## src/rtl/icache_pkg.sv

```systemverilog
package icache_pkg;

    typedef enum logic [0:0] {
        ST_LOOKUP = 1'b0,
        ST_REFILL = 1'b1
    } ic_state_t;

endpackage

```

## src/rtl/icache_tags.sv

```systemverilog
module icache_tags #(
    parameter int AW   = 24,
    parameter int NSEG = 4,
    parameter int WPS  = 32,
    localparam int OFFW = $clog2(WPS),
    localparam int TW   = AW - OFFW,
    localparam int SW   = $clog2(NSEG)
) (
    input  logic            clk,
    input  logic            rst_n,
    input  logic            clear,
    input  logic [AW-1:0]   look_addr,
    input  logic            wr_en,
    input  logic            wr_alloc,
    input  logic [SW-1:0]   wr_seg,
    output logic            hit,
    output logic [SW-1:0]   hit_seg,
    output logic            tag_match,
    output logic [SW-1:0]   match_seg,
    output logic [NSEG-1:0] seg_valid
);

    logic [TW-1:0]   look_tag;
    logic [OFFW-1:0] look_off;
    logic [TW-1:0]   tag_q  [NSEG];
    logic [WPS-1:0]  pres_q [NSEG];
    logic [NSEG-1:0] valid_q;
    logic [NSEG-1:0] match_vec;

    assign look_tag  = look_addr[AW-1:OFFW];
    assign look_off  = look_addr[OFFW-1:0];
    assign seg_valid = valid_q;

    for (genvar s = 0; s < NSEG; s++) begin : g_seg
        assign match_vec[s] = valid_q[s] && (tag_q[s] == look_tag);

        always_ff @(posedge clk or negedge rst_n) begin
            if (!rst_n) begin
                valid_q[s] <= 1'b0;
                tag_q[s]   <= '0;
                pres_q[s]  <= '0;
            end else if (clear) begin
                valid_q[s] <= 1'b0;
                pres_q[s]  <= '0;
            end else if (wr_en && (wr_seg == SW'(s))) begin
                if (wr_alloc) begin
                    valid_q[s] <= 1'b1;
                    tag_q[s]   <= look_tag;
                    pres_q[s]  <= WPS'(1) << look_off;
                end else begin
                    pres_q[s][look_off] <= 1'b1;
                end
            end
        end
    end

    always_comb begin
        tag_match = 1'b0;
        match_seg = '0;
        for (int s = 0; s < NSEG; s++) begin
            if (match_vec[s]) begin
                tag_match = 1'b1;
                match_seg = SW'(s);
            end
        end
        hit     = tag_match && pres_q[match_seg][look_off];
        hit_seg = match_seg;
    end

endmodule

```

## src/rtl/icache_lru.sv

```systemverilog
module icache_lru #(
    parameter int NSEG = 4,
    localparam int SW  = $clog2(NSEG)
) (
    input  logic            clk,
    input  logic            rst_n,
    input  logic            clear,
    input  logic            touch_en,
    input  logic [SW-1:0]   touch_seg,
    input  logic [NSEG-1:0] freeze,
    output logic            victim_ok,
    output logic [SW-1:0]   victim_seg
);

    // rank 0 = oldest, NSEG-1 = newest
    logic [SW-1:0] rank_q [NSEG];

    always_ff @(posedge clk or negedge rst_n) begin
        if (!rst_n) begin
            for (int s = 0; s < NSEG; s++) rank_q[s] <= SW'(s);
        end else if (clear) begin
            for (int s = 0; s < NSEG; s++) rank_q[s] <= SW'(s);
        end else if (touch_en) begin
            for (int s = 0; s < NSEG; s++) begin
                if (SW'(s) == touch_seg)
                    rank_q[s] <= SW'(NSEG - 1);
                else if (rank_q[s] > rank_q[touch_seg])
                    rank_q[s] <= rank_q[s] - 1'b1;
            end
        end
    end

    always_comb begin
        logic [SW-1:0] best;
        victim_ok  = 1'b0;
        victim_seg = '0;
        best       = '1;
        for (int s = 0; s < NSEG; s++) begin
            if (!freeze[s] && (!victim_ok || rank_q[s] < best)) begin
                victim_ok  = 1'b1;
                victim_seg = SW'(s);
                best       = rank_q[s];
            end
        end
    end

endmodule

```

## src/rtl/icache_data.sv

```systemverilog
module icache_data #(
    parameter int DW   = 32,
    parameter int NSEG = 4,
    parameter int WPS  = 32,
    localparam int DEPTH = NSEG * WPS,
    localparam int IW    = $clog2(DEPTH)
) (
    input  logic          clk,
    input  logic          we,
    input  logic [IW-1:0] waddr,
    input  logic [DW-1:0] wdata,
    input  logic [IW-1:0] raddr,
    output logic [DW-1:0] rdata
);

    logic [DW-1:0] mem [DEPTH];

    always_ff @(posedge clk) begin
        if (we) mem[waddr] <= wdata;
    end

    assign rdata = mem[raddr];

endmodule

```

## src/rtl/icache_seg.sv

```systemverilog
module icache_seg
    import icache_pkg::*;
#(
    parameter int AW        = 24,
    parameter int DW        = 32,
    parameter int NSEG      = 4,
    parameter int WPS       = 32,
    parameter int INT_WORDS = 4096,
    localparam int OFFW = $clog2(WPS),
    localparam int SW   = $clog2(NSEG)
) (
    input  logic            clk,
    input  logic            rst_n,
    input  logic            fetch_valid,
    input  logic [AW-1:0]   fetch_addr,
    output logic            fetch_ready,
    output logic [DW-1:0]   fetch_data,
    input  logic [NSEG-1:0] freeze,
    input  logic            clear,
    output logic            int_req,
    output logic [AW-1:0]   int_addr,
    input  logic            int_ready,
    input  logic [DW-1:0]   int_rdata,
    output logic            ext_req,
    output logic [AW-1:0]   ext_addr,
    input  logic            ext_ready,
    input  logic [DW-1:0]   ext_rdata
);

    localparam logic [AW-1:0] INT_LIM = AW'(INT_WORDS);

    ic_state_t       state_q, state_d;
    logic [AW-1:0]   miss_addr_q;
    logic [AW-1:0]   look_addr;
    logic            is_int;
    logic            hit, tag_match, victim_ok;
    logic [SW-1:0]   hit_seg, match_seg, victim_seg;
    logic [NSEG-1:0] seg_valid;
    logic            wr_en, wr_alloc, alloc_we, touch_en;
    logic [SW-1:0]   wr_seg, touch_seg;
    logic [DW-1:0]   cache_rdata;

    assign is_int    = fetch_addr < INT_LIM;
    assign look_addr = (state_q == ST_REFILL) ? miss_addr_q : fetch_addr;
    assign int_addr  = fetch_addr;
    assign ext_addr  = miss_addr_q;
    assign alloc_we  = wr_en && wr_alloc;

    // state register
    always_ff @(posedge clk or negedge rst_n) begin
        if (!rst_n) begin
            state_q     <= ST_LOOKUP;
            miss_addr_q <= '0;
        end else begin
            state_q <= state_d;
            if (state_q == ST_LOOKUP && state_d == ST_REFILL)
                miss_addr_q <= fetch_addr;
        end
    end

    // next state and outputs
    always_comb begin
        state_d     = state_q;
        fetch_ready = 1'b0;
        fetch_data  = cache_rdata;
        int_req     = 1'b0;
        ext_req     = 1'b0;
        wr_en       = 1'b0;
        wr_alloc    = 1'b0;
        wr_seg      = match_seg;
        touch_en    = 1'b0;
        touch_seg   = hit_seg;
        unique case (state_q)
            ST_LOOKUP: begin
                if (fetch_valid && is_int) begin
                    int_req     = 1'b1;
                    fetch_ready = int_ready;
                    fetch_data  = int_rdata;
                end else if (fetch_valid && hit) begin
                    fetch_ready = 1'b1;
                    touch_en    = !clear;
                end else if (fetch_valid) begin
                    state_d = ST_REFILL;
                end
            end
            ST_REFILL: begin
                ext_req     = 1'b1;
                fetch_ready = ext_ready;
                fetch_data  = ext_rdata;
                if (ext_ready) begin
                    state_d = ST_LOOKUP;
                    if (tag_match) begin
                        wr_en = !clear;
                    end else if (victim_ok) begin
                        wr_en    = !clear;
                        wr_alloc = 1'b1;
                        wr_seg   = victim_seg;
                    end
                    touch_en  = wr_en;
                    touch_seg = wr_seg;
                end
            end
            default: state_d = ST_LOOKUP;
        endcase
    end

    icache_tags #(.AW(AW), .NSEG(NSEG), .WPS(WPS)) u_tags (
        .clk       (clk),
        .rst_n     (rst_n),
        .clear     (clear),
        .look_addr (look_addr),
        .wr_en     (wr_en),
        .wr_alloc  (wr_alloc),
        .wr_seg    (wr_seg),
        .hit       (hit),
        .hit_seg   (hit_seg),
        .tag_match (tag_match),
        .match_seg (match_seg),
        .seg_valid (seg_valid)
    );

    icache_lru #(.NSEG(NSEG)) u_lru (
        .clk        (clk),
        .rst_n      (rst_n),
        .clear      (clear),
        .touch_en   (touch_en),
        .touch_seg  (touch_seg),
        .freeze     (freeze),
        .victim_ok  (victim_ok),
        .victim_seg (victim_seg)
    );

    icache_data #(.DW(DW), .NSEG(NSEG), .WPS(WPS)) u_data (
        .clk   (clk),
        .we    (wr_en),
        .waddr ({wr_seg, look_addr[OFFW-1:0]}),
        .wdata (ext_rdata),
        .raddr ({hit_seg, look_addr[OFFW-1:0]}),
        .rdata (cache_rdata)
    );

endmodule

```

## config.mk

```make
export PLATFORM = sky130hd
export DESIGN_NAME = icache_seg
export DESIGN_NICKNAME = d
export VERILOG_FILES = /design/src/rtl/icache_pkg.sv /design/src/rtl/icache_tags.sv /design/src/rtl/icache_lru.sv /design/src/rtl/icache_data.sv /design/src/rtl/icache_seg.sv
export SDC_FILE = /design/constraint.sdc
export NUM_CORES = 2
export LEC_CHECK = 0
export BUFFER_PORTS_ARGS = -buffer_cell sky130_fd_sc_hd__buf_2
export CAP_MARGIN = 20
export CORE_MARGIN = 2
export CORE_UTILIZATION = 25
export CTS_BUF_LIST = sky130_fd_sc_hd__clkbuf_4
export DETAILED_ROUTE_END_ITERATION = 10
export GPL_ROUTABILITY_DRIVEN = 0
export PLACE_DENSITY = 0.49
export SLEW_MARGIN = 0
export SYNTH_ARGS = -nofsm -noshare
export SYNTH_HDL_FRONTEND = slang
export SYNTH_HIERARCHICAL = 1
export SYNTH_SLANG_ARGS = --single-unit
```

## constraint.sdc

```tcl
create_clock -name clk -period 11.4 [get_ports clk]
set_input_delay 1.14 -clock clk [delete_from_list [all_inputs] [get_ports clk]]
set_output_delay 1.14 -clock clk [all_outputs]
set_load 0.01 [all_outputs]
```

Yosys cells after proc, flatten, opt, wreduce, memory -nomap -nowiden

Memories as Yosys holds them, arrays and structs flattened.
Cells that the tools add are included.

Div/mod/pow operators: 0
Shift-type cells: 1
Mux-type cells: 89
$add $sub $neg: 4
Multipliers: 0
Bitwise gates (word level): 8
Equal/unequal tests: 10
Order comparisons: 12
Reductions and logical operators: 48

Operators by type and width:

| cell                                                                   | count |
|---|---|
| 32-bit two-way mux                                                     | 15 |
| 32-bit bitwise OR                                                      | 4 |
| 19-bit equality test                                                   | 4 |
| 32-bit binary-select mux with 2-bit select                             | 1 |
| 32-bit one-hot mux with 2 select lines                                 | 1 |
| 1-bit two-way mux                                                      | 42 |
| 2-bit two-way mux                                                      | 21 |
| 1-bit by 5-bit left shift with 32-bit output, first input constant     | 1 |
| 24-bit by 13-bit < comparator with 1-bit output, second input constant | 1 |
| 24-bit two-way mux                                                     | 1 |
| 1-bit logical AND                                                      | 16 |
| 8-bit two-way mux                                                      | 2 |
| 2-bit AND reduction                                                    | 8 |
| 3-bit AND reduction                                                    | 4 |
| 2-bit nonzero test                                                     | 6 |
| 3-bit nonzero test                                                     | 4 |
| 2-bit > comparator                                                     | 4 |
| 2-bit by 1-bit subtractor with 2-bit output, second input constant     | 4 |
| 3-bit >= comparator, second input constant                             | 2 |
| 1-bit zero test                                                        | 6 |
| 2-bit < comparator                                                     | 3 |
| 5-bit by 6-bit < comparator with 1-bit output, second input constant   | 1 |
| 2-bit inverter with 3-bit output                                       | 2 |
| 1-bit one-hot mux with 2 select lines                                  | 3 |
| 11 further kinds                                                       | 16 |

Memory bits (read-only): 0
Flip-flop bits (word level): 241
Output and inout port bits: 83
Memory bits (writable): 4,096
Memories: 1
Bits in latches: 0

Memories:

| memory     | depth | bits a word | read ports | clocked after memory_dff | write ports | RTL line          | RTL |
|---|---|---|---|---|---|---|---|
| u_data.mem | 128   | 32          | 1          | 0                        | 1           | icache_data.sv:16 | `logic [DW-1:0] mem [DEPTH];` |

Logic depth before layout (Yosys ltp)

Word-level depth: 26
Gate-level depth with buffers: 23

Hierarchy

Netlist, hierarchy kept.

Modules (own cells, without submodules):

| module      | times used | cells an instance | area an instance (µm²) | seq. area each (µm²) |
|---|---|---|---|---|
| icache_data | 1          | 5,958             | 155,635.5              | 122,998.0 |
| icache_tags | 1          | 882               | 10,189.8               | 5,205.0 |
| icache_seg  | 1          | 241               | 2,331.0                | 625.6 |
| icache_lru  | 1          | 106               | 935.9                  | 205.2 |

Worst setup path before layout

No wires, ideal clock.

Path type: in2reg
From: input fetch_addr[8]
To: memory u_data.mem[78][0], enable pin
Data arrival time: 6,113 ps
Slack: 4,826 ps
Stages on the path: 14
Path buffers: 2
Path through: mux2_2 buf_2 xnor2_1 nand4_1 nor4b_2 nand2_1 clkbuf_8 nand4_1 nor2b_1 nand3_1 mux2_2 nor2b_1 nand3_1 nor3_1

Elaborated cells between the ends (all ways): 25
Classes of those cells: eq/ne: 4; mux: 17; reduce/logical: 4

RTL lines:

| item                           | RTL line          | RTL |
|---|---|---|
| from (decl)                    | icache_seg.sv:15  | `input logic [AW-1:0] fetch_addr,` |
| 24-bit two-way mux *           | icache_seg.sv:44  | `assign look_addr = (state_q == ST_REFILL) ? miss_addr_q : fetch_addr;` |
| 19-bit equality test           | icache_tags.sv:35 | `assign match_vec[s] = valid_q[s] && (tag_q[s] == look_tag);` |
| 1-bit logical AND              | icache_tags.sv:35 |  |
| 1-bit two-way mux (3 in a row) | icache_tags.sv:61 | `if (match_vec[s]) begin` |
| 1-bit two-way mux *            | icache_tags.sv:61 |  |
| via tag_match                  | icache_seg.sv:36  | `logic hit, tag_match, victim_ok;` |
| 2-bit two-way mux *            | icache_seg.sv:92  | `if (tag_match) begin` |
| 2-bit two-way mux *            | icache_seg.sv:90  | `if (ext_ready) begin` |
| 2-bit two-way mux *            | icache_seg.sv:73  | `unique case (state_q)` |
| via wr_seg[0]                  | icache_seg.sv:40  | `logic [SW-1:0] wr_seg, touch_seg;` |
| to (decl)                      | icache_data.sv:16 |  |

The timed path passes the listed nets; every way through them passes the cells marked *.

Worst setup path after layout

From: register state_q
To: output fetch_data[31]

Elaborated cells between the ends (all ways): 14
Classes of those cells: eq/ne: 3; mux: 6; bitwise: 1; reduce/logical: 3; memory: 1

RTL lines:

| item                                     | RTL line          | RTL |
|---|---|---|
| from (decl)                              | icache_seg.sv:32  | `ic_state_t state_q, state_d;` |
| from (signal assigned)                   | icache_seg.sv:55  | `state_q <= state_d;` |
| 24-bit two-way mux *                     | icache_seg.sv:44  |  |
| via look_addr[15]                        | icache_seg.sv:34  | `logic [AW-1:0] look_addr;` |
| 19-bit equality test                     | icache_tags.sv:35 |  |
| 1-bit logical AND                        | icache_tags.sv:35 |  |
| 2-bit two-way mux                        | icache_tags.sv:61 |  |
| 2-bit two-way mux *                      | icache_tags.sv:61 |  |
| via hit_seg[1]                           | icache_seg.sv:37  | `logic [SW-1:0] hit_seg, match_seg, victim_seg;` |
| memory 128 x 32 bit *                    | -                 |  |
| via cache_rdata[31]                      | icache_seg.sv:41  | `logic [DW-1:0] cache_rdata;` |
| 32-bit two-way mux *                     | icache_seg.sv:75  | `if (fetch_valid && is_int) begin` |
| 32-bit one-hot mux with 2 select lines * | icache_seg.sv:73  |  |
| to (decl)                                | icache_seg.sv:17  | `output logic [DW-1:0] fetch_data,` |

Marks and branches as above.

==> results.txt <==
The flow ran to the end, and the final reports show no timing, DRC or antenna violations. The run gives 0 as the remaining global-route overflow. Element type at the critical path end: an output port. Data on the critical path is required at its endpoint by 10260 ps. For the net total in the final layout, the log shows 8597. Setup repair after global routing left no endpoint under its margin. For this design, the sink count on the clock tree is 4337. First-pass GRT wire length: 709000 microns. The area of the mapped netlist came out at 169100 sq um.

Across the whole layout, storage elements account for 129000 sq um. The critical path buffer and inverter count came out at 2. Data arrives at the worst endpoint at 8050 ps.

For the number of nets in the synthesized netlist, the log shows 7295. Power spread over the standard cell area amounts to 191.8 nW/um^2. The area used by multi-input combinational logic came out at 39030 sq um. The run gives 200.3 ps as the maximum clock skew at final layout. The transition time of the tightest slew-check pin works out to 1205 ps. The worst relative slew slack is 19.66%. The highest achievable clock rate was 0.1088 GHz. The signal on the critical path passes through mux2_2 > xnor2_1 > nand4_1 > nor3_1 > nand2_1 > nand2_4 > buf_4 > mux4_2 > mux2_2 > mux2i_1 > o21ai_0 > buf_2.

The latest clock arrival within the worst-skew pair is 1790 ps. Among the stages of the critical path, the cell type that occurs most often is sky130_fd_sc_hd__mux2_2. The synthesized netlist contains 92 unique library cells. Counting every instance in the synthesized netlist gives 7187. Among all flip-flop cells after synthesis, the most frequent one is sky130_fd_sc_hd__edfxtp_1. Setup violations remaining at the end of the flow were counted as 0. The x dimension of the die is 826.4 microns. The met2 demand-to-capacity share in global routing was 23.97%. VDD sags by at most 0.1264 mV. The first detailed-routing pass took 5 iterations. Dividing the detail-routed wire length by the instance count gives 28.54 microns. After detailed routing, the number of remaining DRC violations is 0. For this design the static power due to leakage is 62.38 nW. The share of synthesized flip-flops with an asynchronous set or reset is 5.557%. The logs give 0 ps for the setup TNS and 118 for the pin count of the biggest net entering global routing.

The mean cell area of the mapped netlist was 23.53 sq um; the area of the core region was 675200 sq um. In the layout the commonest cells are 4096 x sky130_fd_sc_hd__edfxtp_1, 1664 x sky130_fd_sc_hd__clkbuf_4, 1346 x sky130_fd_sc_hd__mux4_2, 280 x sky130_fd_sc_hd__buf_4, 236 x sky130_fd_sc_hd__dfrtp_1. The average vias per placed instance works out to 4.742. The number of I/O pins came out at 181. The final-report hold violation count is 0.

The run gives 1205 as the number of buffers inserted during clock tree synthesis. The logs give 10150 for the DRC marker count from the first detailed-route iteration and 294900 microns for the total half-perimeter wirelength after legalization and detailed placement. In this run the vertical extent of the chip is 826.4 microns.

The smallest clock period supported by the final layout is computed as 9191 ps. Final antenna-violating net count: 0. Kind of critical path: reg -> out. The area growth from synthesis to layout is 16.62%. Global routing used 14.95% of the available tracks across all layers. The logs give 6 for the warning count from the yosys run and 683000 sq um for the die area. The initial antenna violation count came out at 72. In this run the deepest clock path goes through 5 buffers. In this run, synthesis inferred 4096 flip-flops with an integrated enable. The library cell used most frequently in the layout, excluding fill and tap cells, is sky130_fd_sc_hd__edfxtp_1. The total count of max-transition violations in the final report was 0. Of the synthesized area, sequential elements account for 76.31%. The root buffer cell chosen for the clock tree is sky130_fd_sc_hd__clkbuf_4. Clock transition at the register clock pins on the worst setup and hold paths after CTS: 70 ps. The initial utilization of the core area, before any placement, comes to 25.04%. Across the run, the number of max-cap violations was 0.

The top cell family by delay on the critical path was simple AND/OR/NAND/NOR gates. Of all nets on the critical path, the largest fanout is 55. The number of port buffers came out at 180.

The run gives 65870 as the number of inserted filler cells in the final layout. The largest individual stage delay along the critical path comes from the cell sky130_fd_sc_hd__nand2_4. After detailed routing, the total wire length is 520300 microns. On the worst path, the slowest cell contributes a delay of 940 ps. In this run the core area contains 302 standard-cell rows. The post-route cell area was 197200 sq um; the met3 capacity usage during global routing was 3.895%.

Share of the cycle needed by the critical path after routing: 80.62%. Of the cells placed in the final design, the portion with a size suffix greater than 1 is 41.88%. The min-delay analysis places its worst path in the category in -> reg. Most utilized layer in the global route result: met2. The number of register bits inferred by synthesis was 4337; the routed via count was 86440.

The tools report the type of element launching the critical path as a register. TritonCTS built the clock tree. The logs give 7 for the deepest level of the CTS H-tree and 0 for the post-CTS setup buffer count. The run gives 182600 sq um as the post-place instance area. The tools report the via count of the first global-routing pass as 90320.

The tools report the met1 capacity usage during global routing as 20.06%.
==> state kept, by name (all words and copies together), names as in the netlist <==
| name | count |
|---|---|
| u_lru/rank_q | 8 |
| u_data/mem | 4096 |
| u_tags/pres_q | 128 |
| u_tags/tag_q | 76 |
| u_tags/seg_valid | 4 |
| state_q | 1 |
| ext_addr | 24 |
==> metrics by stage <==
stage	power (W)	hold slack (ps)	std cells	util (%)	setup WS, ps
floorplan	0.02201	457.5	7187	-	4826
global placement	0.02520	478.1	16170	27.04	3404
detailed placement	0.02526	481.4	16170	27.04	3529
CTS	0.03833	20.95	18140	29.16	1824
global route	0.03934	79.78	18160	29.18	1835
finish	0.03783	318.4	18230	29.20	2209
==> worst paths after layout <==
kind | from | end | slack (ps) | depth (start not counted)
worst min register to register | u_tags/pres_q[94] | u_tags/pres_q[94] | 500 | 1
worst max register to register | state_q | u_data/mem[88][5] | 3870 | 11
min in group asynchronous | rst_n | ext_addr[20] | 590 | 4
worst min-delay path | ext_rdata[18] | u_data/mem[40][18] | 320 | 1
worst max-delay path | state_q | fetch_data[31] | 2210 | 12
max in group asynchronous | rst_n | u_tags/tag_q[59] | 9950 | 5
==> logic make-up (layout without fill, tap and decap cells) <==
group / count (synthesis) / after routing / share of synthesized area (%)
XOR/XNOR: 77 / 77 / 0.4366
AO/OA/AOI/OAI: 296 / 296 / 1.324
other: 0 / 88 / 0
buffers and inverters: 453 / 2439 / 1.261
AND/OR/NAND/NOR: 462 / 462 / 1.274
adder cells (fa/ha/maj): 11 / 11 / 0.08065
multiplexers: 1551 / 1551 / 19.31
flip-flops: 4337 / 4337 / 76.31
==> cell type report <==
cell class / count / area share, %
sequential: 4337 / 65.44
multi-input combinational: 2397 / 19.79
clock buffer: 1663 / 6.331
tap: 8968 / 5.690
timing repair buffer: 531 / 2.091
clock inverter: 228 / 0.5133
antenna: 88 / 0.1117
inverter: 17 / 0.03363
==> synth_stat cells (8+ instances only) <==
cell type	number	area (sq um)
sky130_fd_sc_hd__nand2b_1	11	68.82
sky130_fd_sc_hd__nor4_1	8	50.05
sky130_fd_sc_hd__a211oi_1	16	120.1
sky130_fd_sc_hd__o31ai_1	12	90.09
sky130_fd_sc_hd__dfrtp_1	237	5931
sky130_fd_sc_hd__nor2_1	204	765.7
sky130_fd_sc_hd__nand2_1	96	360.4
sky130_fd_sc_hd__nand3_1	23	115.1
sky130_fd_sc_hd__inv_1	16	60.06
sky130_fd_sc_hd__and3_1	16	100.1
sky130_fd_sc_hd__mux4_2	1346	30310
sky130_fd_sc_hd__buf_4	32	240.2
sky130_fd_sc_hd__nor2b_1	15	93.84
sky130_fd_sc_hd__a21oi_1	23	115.1
sky130_fd_sc_hd__mux2_2	140	1577
sky130_fd_sc_hd__xnor2_1	56	490.5
sky130_fd_sc_hd__nand4_1	31	193.9
sky130_fd_sc_hd__clkbuf_1	230	863.3
sky130_fd_sc_hd__edfxtp_1	4096	123000
sky130_fd_sc_hd__buf_6	12	135.1
sky130_fd_sc_hd__nor3_1	21	105.1
sky130_fd_sc_hd__xor2_1	14	122.6
sky130_fd_sc_hd__a22o_1	124	1086
sky130_fd_sc_hd__mux2i_1	43	430.4
sky130_fd_sc_hd__buf_2	100	500.5
sky130_fd_sc_hd__mux2_4	20	300.3
sky130_fd_sc_hd__o21ai_0	59	295.3
sky130_fd_sc_hd__ha_1	10	125.1
sky130_fd_sc_hd__buf_1	53	198.9
==> per-layer routing <==
layer | vias to the layer above | routed length [microns]
li1 | 34170 | -
met1 | 47500 | 219900
met2 | 4145 | 248200
met3 | 617 | 42250
met4 | 12 | 9812
met5 | - | 83
==> worst reg2reg max path: cells and delay by family (launching register included) <==
family	cells	cell delay, ps
buf+inv	1	520
xor+xnor	1	250
simple gates	7	4190
flops	1	870
mux	2	1260
==> power breakdown <==
part	internal (W)	switching (W)	total, W
clock	0.00676	0.00621	0.0130
sequential	0.0175	0.0000813	0.0176
combinational	0.00289	0.00436	0.00725
==> what timing repair did <==
item	in CTS	in global routing
hold endpoints to repair	1171	0
resized for setup	0	0
hold buffers	81	0
Power figures use the tool's default switching activity.
